==> config.mk <==
export PLATFORM = sky130hd
export DESIGN_NAME = frame_run_ctrl
export DESIGN_NICKNAME = d
export VERILOG_FILES = /design/src/rtl/frame_run_pkg.sv /design/src/rtl/frame_eof_tracker.sv /design/src/rtl/frame_run_seq.sv /design/src/rtl/frame_run_ctrl.sv
export SDC_FILE = /design/constraint.sdc
export NUM_CORES = 1
export LEC_CHECK = 0
export BUFFER_PORTS_ARGS = -buffer_cell sky130_fd_sc_hd__buf_4
export CORE_AREA = 4 4 41 43
export DETAILED_ROUTE_END_ITERATION = 6
export DIE_AREA = 0 0 45 47
export SLEW_MARGIN = 40
export SYNTH_ARGS = -nofsm -noshare
export SYNTH_HDL_FRONTEND = slang
export SYNTH_SLANG_ARGS = --single-unit
==> constraint.sdc <==
create_clock -name clk -period 1 [get_ports clk]
set_input_delay 0 -clock clk [delete_from_list [all_inputs] [get_ports clk]]
set_output_delay 0 -clock clk [all_outputs]
set_load 0.01 [all_outputs]
==> src/rtl/frame_run_pkg.sv <==
package frame_run_pkg;
  typedef enum logic {
    RUN_IDLE = 1'b0,
    RUN_BUSY = 1'b1
  } run_state_t;
endpackage

==> src/rtl/frame_eof_tracker.sv <==
module frame_eof_tracker #(
  parameter int NUM_PORTS = 2
) (
  input  logic                 clk,
  input  logic                 rst,
  input  logic                 running,
  input  logic                 clear,
  input  logic [NUM_PORTS-1:0] port_en,
  input  logic [NUM_PORTS-1:0] port_eof,
  output logic                 all_seen
);
  logic [NUM_PORTS-1:0] seen_q;
  logic [NUM_PORTS-1:0] covered;

  for (genvar p = 0; p < NUM_PORTS; p++) begin : g_port
    always_ff @(posedge clk) begin
      if (rst || clear) begin
        seen_q[p] <= 1'b0;
      end else if (running && port_eof[p]) begin
        seen_q[p] <= 1'b1;
      end
    end
    assign covered[p] = seen_q[p] | ~port_en[p];

    // a flag can only rise while a frame is running
    assert_flag_in_frame_R8: assert property (@(posedge clk) disable iff (rst)
      $rose(seen_q[p]) |-> $past(running));
  end

  assign all_seen = &covered;
endmodule

==> src/rtl/frame_run_seq.sv <==
module frame_run_seq
  import frame_run_pkg::*;
(
  input  logic clk,
  input  logic rst,
  input  logic cfg_wr,
  input  logic cfg_enable,
  input  logic cfg_single,
  input  logic all_seen,
  input  logic core_idle,
  output logic running,
  output logic complete,
  output logic enable_o,
  output logic start_o,
  output logic done_o
);
  run_state_t state_q;
  logic       single_q;

  assign running  = (state_q == RUN_BUSY);
  assign complete = running && all_seen && core_idle;

  always_ff @(posedge clk) begin
    if (rst) begin
      enable_o <= 1'b0;
      single_q <= 1'b0;
    end else if (cfg_wr) begin
      enable_o <= cfg_enable;
      single_q <= cfg_single;
    end else if (complete && single_q) begin
      enable_o <= 1'b0;
    end
  end

  always_ff @(posedge clk) begin
    if (rst) begin
      state_q <= RUN_IDLE;
      start_o <= 1'b0;
      done_o  <= 1'b0;
    end else begin
      start_o <= 1'b0;
      done_o  <= complete;
      if (complete) begin
        state_q <= RUN_IDLE;
      end else if (!running && enable_o) begin
        state_q <= RUN_BUSY;
        start_o <= 1'b1;
      end
    end
  end

  assert_done_single_cycle_R4: assert property (@(posedge clk) disable iff (rst)
    done_o |=> !done_o);
  assert_done_needs_idle_R3: assert property (@(posedge clk) disable iff (rst)
    $rose(done_o) |-> $past(core_idle));
  assert_single_selfclear_R2: assert property (@(posedge clk) disable iff (rst)
    (complete && single_q && !cfg_wr) |=> (done_o && !enable_o));
  assert_continuous_keeps_R6: assert property (@(posedge clk) disable iff (rst)
    (complete && !single_q && enable_o && !cfg_wr) |=> (done_o && enable_o));
  assert_start_from_idle_R1: assert property (@(posedge clk) disable iff (rst)
    start_o |-> ($past(enable_o) && !$past(running)));
endmodule

==> src/rtl/frame_run_ctrl.sv <==
module frame_run_ctrl #(
  parameter int NUM_PORTS = 2
) (
  input  logic                 clk,
  input  logic                 rst,
  input  logic                 cfg_wr,
  input  logic                 cfg_enable,
  input  logic                 cfg_single,
  input  logic [NUM_PORTS-1:0] port_en,
  input  logic [NUM_PORTS-1:0] port_eof,
  input  logic                 core_idle,
  output logic                 enable_o,
  output logic                 start_o,
  output logic                 done_o
);
  logic running;
  logic complete;
  logic all_seen;

  frame_eof_tracker #(.NUM_PORTS(NUM_PORTS)) u_tracker (
    .clk      (clk),
    .rst      (rst),
    .running  (running),
    .clear    (complete),
    .port_en  (port_en),
    .port_eof (port_eof),
    .all_seen (all_seen)
  );

  frame_run_seq u_seq (
    .clk        (clk),
    .rst        (rst),
    .cfg_wr     (cfg_wr),
    .cfg_enable (cfg_enable),
    .cfg_single (cfg_single),
    .all_seen   (all_seen),
    .core_idle  (core_idle),
    .running    (running),
    .complete   (complete),
    .enable_o   (enable_o),
    .start_o    (start_o),
    .done_o     (done_o)
  );

  // outputs are low in the cycle after reset
  assert_reset_quiet_R11: assert property (@(posedge clk)
    $past(rst) |-> (!enable_o && !start_o && !done_o));
endmodule

==> metrics.md <==
| Metric | Value |
|---|---|
| CP bufs+invs | `2` |
| First-pass GRT wire length | `between 800 and 900 µm` |
| Crit-path cells | `dlygate4sd3_1 > buf_4 > nor4b_1 > a31oi_1 > o41ai_1` |
| CP peak stage delay | `550 ps` |
| Syn Area/Cell | `about 10 µm²` |
| Row count | `13` |
| Clock skew | `roughly 3.6 ps` |
| Dominant cell type by area after synthesis | `dfxtp_1` |
| Max Cap Viol | `0` |
| Fmax | `approximately 1.0 GHz` |
| Synth Net Count | `37` |
| Pins Over Slew Limit | `0` |
| Count of cell types in the netlist | `13` |
| Pre-CTS setup slack | `59.1 ps` |
| Slowest CP cell | `dlygate4sd3_1` |
| Largest net degree at the start of global routing | `9` |
| Crit path to | `u_seq.enable_o$_SDFFE_PP0P_` |
| Worst R2R End | `u_seq.done_o$_SDFF_PP0_` |
| R2R Setup Slk | `roughly 50 ps` |
| Simple logic cell fraction of the synthesized area | `a little under a fifth` |
| Fill cells | `roughly 150` |
| XOR/XNOR Fraction of Synth Area | `0%` |
| Vias in the first global route | `222` |
| Vias per Instance | `3.79` |
| FF+latch count, synth | `7` |
| CP required | `roughly 1100 ps` |
| Die area | `around 2100 µm²` |
| DR pass1 iterations | `3` |
| Crit path max fanout | `4` |
| Detailed Place HPWL | `approximately 430 µm` |
| Worst setup EP type | `flip-flop` |
| Port-buffer cells | `12` |
| Starting density of the core | `20.7%` |
| Synth top area share | `between 50% and 60%` |
| DR WL/cell | `approximately 9 µm` |
| Tot Pwr | `around 0.65 mW` |
| Fin. Hold Viols | `0` |
| Post-synthesis mux area share | `under 10%` |
| Grt ovf | `0` |
| WL final | `553 µm` |
| Run status | `complete, no violations` |
| Worst-margin pin slew | `roughly 280 ps` |
| RSZ-0062 raised after global routing | `true` |
| YS warnings | `0` |
| Peak supply drop | `approximately 0.79 mV` |
| Cell Area, Synth | `269 µm²` |
| Clk root buf | `clkbuf_4` |
| Clk slew on worst S/H paths | `50 ps` |
| Final net count | `57` |
| Post-synthesis compound-gate area fraction | `between 10% and 20%` |
| CP Launch Point | `cfg_wr` |
| Leakage power | `0.190 nW` |
| Critical path depth | `5` |
| Clock latency on the worst-skew pair | `240 ps` |
| H-tree depth | `1` |
| Post-route ant nets | `0` |
| Fin cells | `roughly 60` |
| Die Width | `approximately 45 µm` |
| Kind of critical path | `in2reg` |
| Hold slack final | `about 3.8 ps` |
| Total clock sinks | `7` |
| GRT Util Overall | `a little over 6%` |
| ANT cells | `0` |
| DRC Markers | `0` |
| Synth area leaders | `dfxtp_1 (52%), a221oi_4 (9.8%), nor3_1 (7.4%)` |
| PwrDens | `~1500 nW/µm²` |
| Combinational family with the most area after synthesis | `compound AO/OA/AOI/OAI gates` |
| Total CTS buffers | `3` |
| Hold Path Class | `in2reg` |
| Layout Area Growth over Synthesis | `62.8%` |
| Worst path top cell family by delay | `buffers and inverters` |
| Final setup margin | `between 30 and 40 ps` |
| Critical path launch point type | `primary input` |
| Synth Area in Adders | `0%` |
| Vias | `between 200 and 250` |
| Syn Inst Count | `27` |
| Gp weighted congestion | `0.591` |
| Initial antenna violation count | `0` |
| CP arrival | `approximately 1100 ps` |
| Post-Place Cells | `between 50 and 60` |
| Max_slew headroom | `about 80%` |
| Clock period minus worst slack | `just under 1000 ps` |
| Sequential area share after synthesis | `between 50% and 60%` |
| CORE AREA | `1300 µm²` |
| Ports | `13` |
| Share of cells above drive strength 1 | `approximately 39%` |
| Crit share post-route | `between 90% and 100%` |
| Path depth of the worst reg2reg path | `3` |
| First DRT Iteration DRCs | `3` |
| CTS tree | `done` |
| Die height | `around 47 µm` |
| Final setup violation count | `0` |
| Reg2reg start | `u_tracker.seen_q[1]$_SDFFE_PP0P_` |
| Clock Path Buffers | `2` |
-- synthesized netlist by cell type, drive strengths merged --
master	count
dfxtp	7
inv	4
nor3	4
a21oi	2
nor2	2
a221oi	1
a31oi	1
and2	1
clkbuf	1
mux2i	1
nand2	1
nor4b	1
o41ai	1
-- layer usage --
| layer | wire length, µm | part of all wire, % | track usage [%] |
|---|---|---|---|
| met5 | 0 | 0 | 0 |
| met4 | 0 | 0 | 1.75 |
| met3 | 38 | 6.9 | 7.28 |
| met2 | 280 | 51 | 9.89 |
| met1 | 233 | 42 | 4.58 |
-- metrics by stage --
stage / util (%) / TNS [ps] / cell area, µm²
after floorplan: - / 0 / 269
after global placement: 29.3 / 0 / 382
after detailed placement: 29.3 / 0 / 382
after CTS: 33.7 / 0 / 438
after global routing: 33.7 / -0.327 / 438
final: 33.7 / 0 / 438
-- tightest hold or removal path: stages --
cell     delay (ps)
buf_4            80
mux2i_1          50
nor2_1           80
-- worst min path at each step --
stage	from	to	slack [ps]	cells after the start
floorplan	cfg_wr	u_seq.enable_o$_SDFFE_PP0P_	110	1
finish	cfg_single	u_seq.single_q$_SDFFE_PP0P_	4	3
global route	cfg_single	u_seq.single_q$_SDFFE_PP0P_	30	3
global placement	cfg_wr	u_seq.enable_o$_SDFFE_PP0P_	230	2
CTS	cfg_single	u_seq.single_q$_SDFFE_PP0P_	0.8	3
detailed placement	rst	u_seq.start_o$_SDFF_PP0_	230	2
-- cells by family after synthesis --
family                 Yosys count
AND/OR/NAND/NOR                  9
flip-flops                       7
AO/OA/AOI/OAI                    5
buffers and inverters            5
multiplexers                     1
-- state kept, by name, indices dropped and copies added, names as in the netlist --
name	cells
u_tracker.seen_q	2
u_seq.done_o	1
u_seq.enable_o	1
u_seq.running	1
u_seq.single_q	1
u_seq.start_o	1
-- area by class of cell --
cell class	instances	area [µm²]	area share (%)
multi-input combinational	15	110	25.1
timing repair buffer	16	128	29.1
clock buffer	4	26.3	6.00
tap	15	18.8	4.29
sequential	7	140	32.0
inverter	4	15.0	3.43
-- cells in the final DEF (no fill, tap or decap) --
cell type / n
clkbuf_1: 1
mux2i_1: 1
a31oi_1: 1
o41ai_1: 1
buf_4: 13
dlygate4sd3_1: 3
dfxtp_1: 7
and2_1: 1
nor3_1: 4
a221oi_4: 1
clkbuf_4: 3
a21oi_1: 2
inv_1: 4
nor2_1: 2
nand2_2: 1
nor4b_1: 1
-- where the power goes --
group | internal [mW] | leakage [nW] | total (mW) | switching [mW]
combinational | 0.0598 | 0.118 | 0.102 | 0.0418
sequential | 0.298 | 0.0574 | 0.309 | 0.0108
clock | 0.151 | 0.0150 | 0.243 | 0.0913
-- what timing repair did --
action	4_1_cts	5_1_grt
setup endpoints to repair	0	1
hold buffers	3	0
hold endpoints to repair	6	0
buffers inserted	0	0
resized for setup	0	0
(Power assumes the default switching activity.)
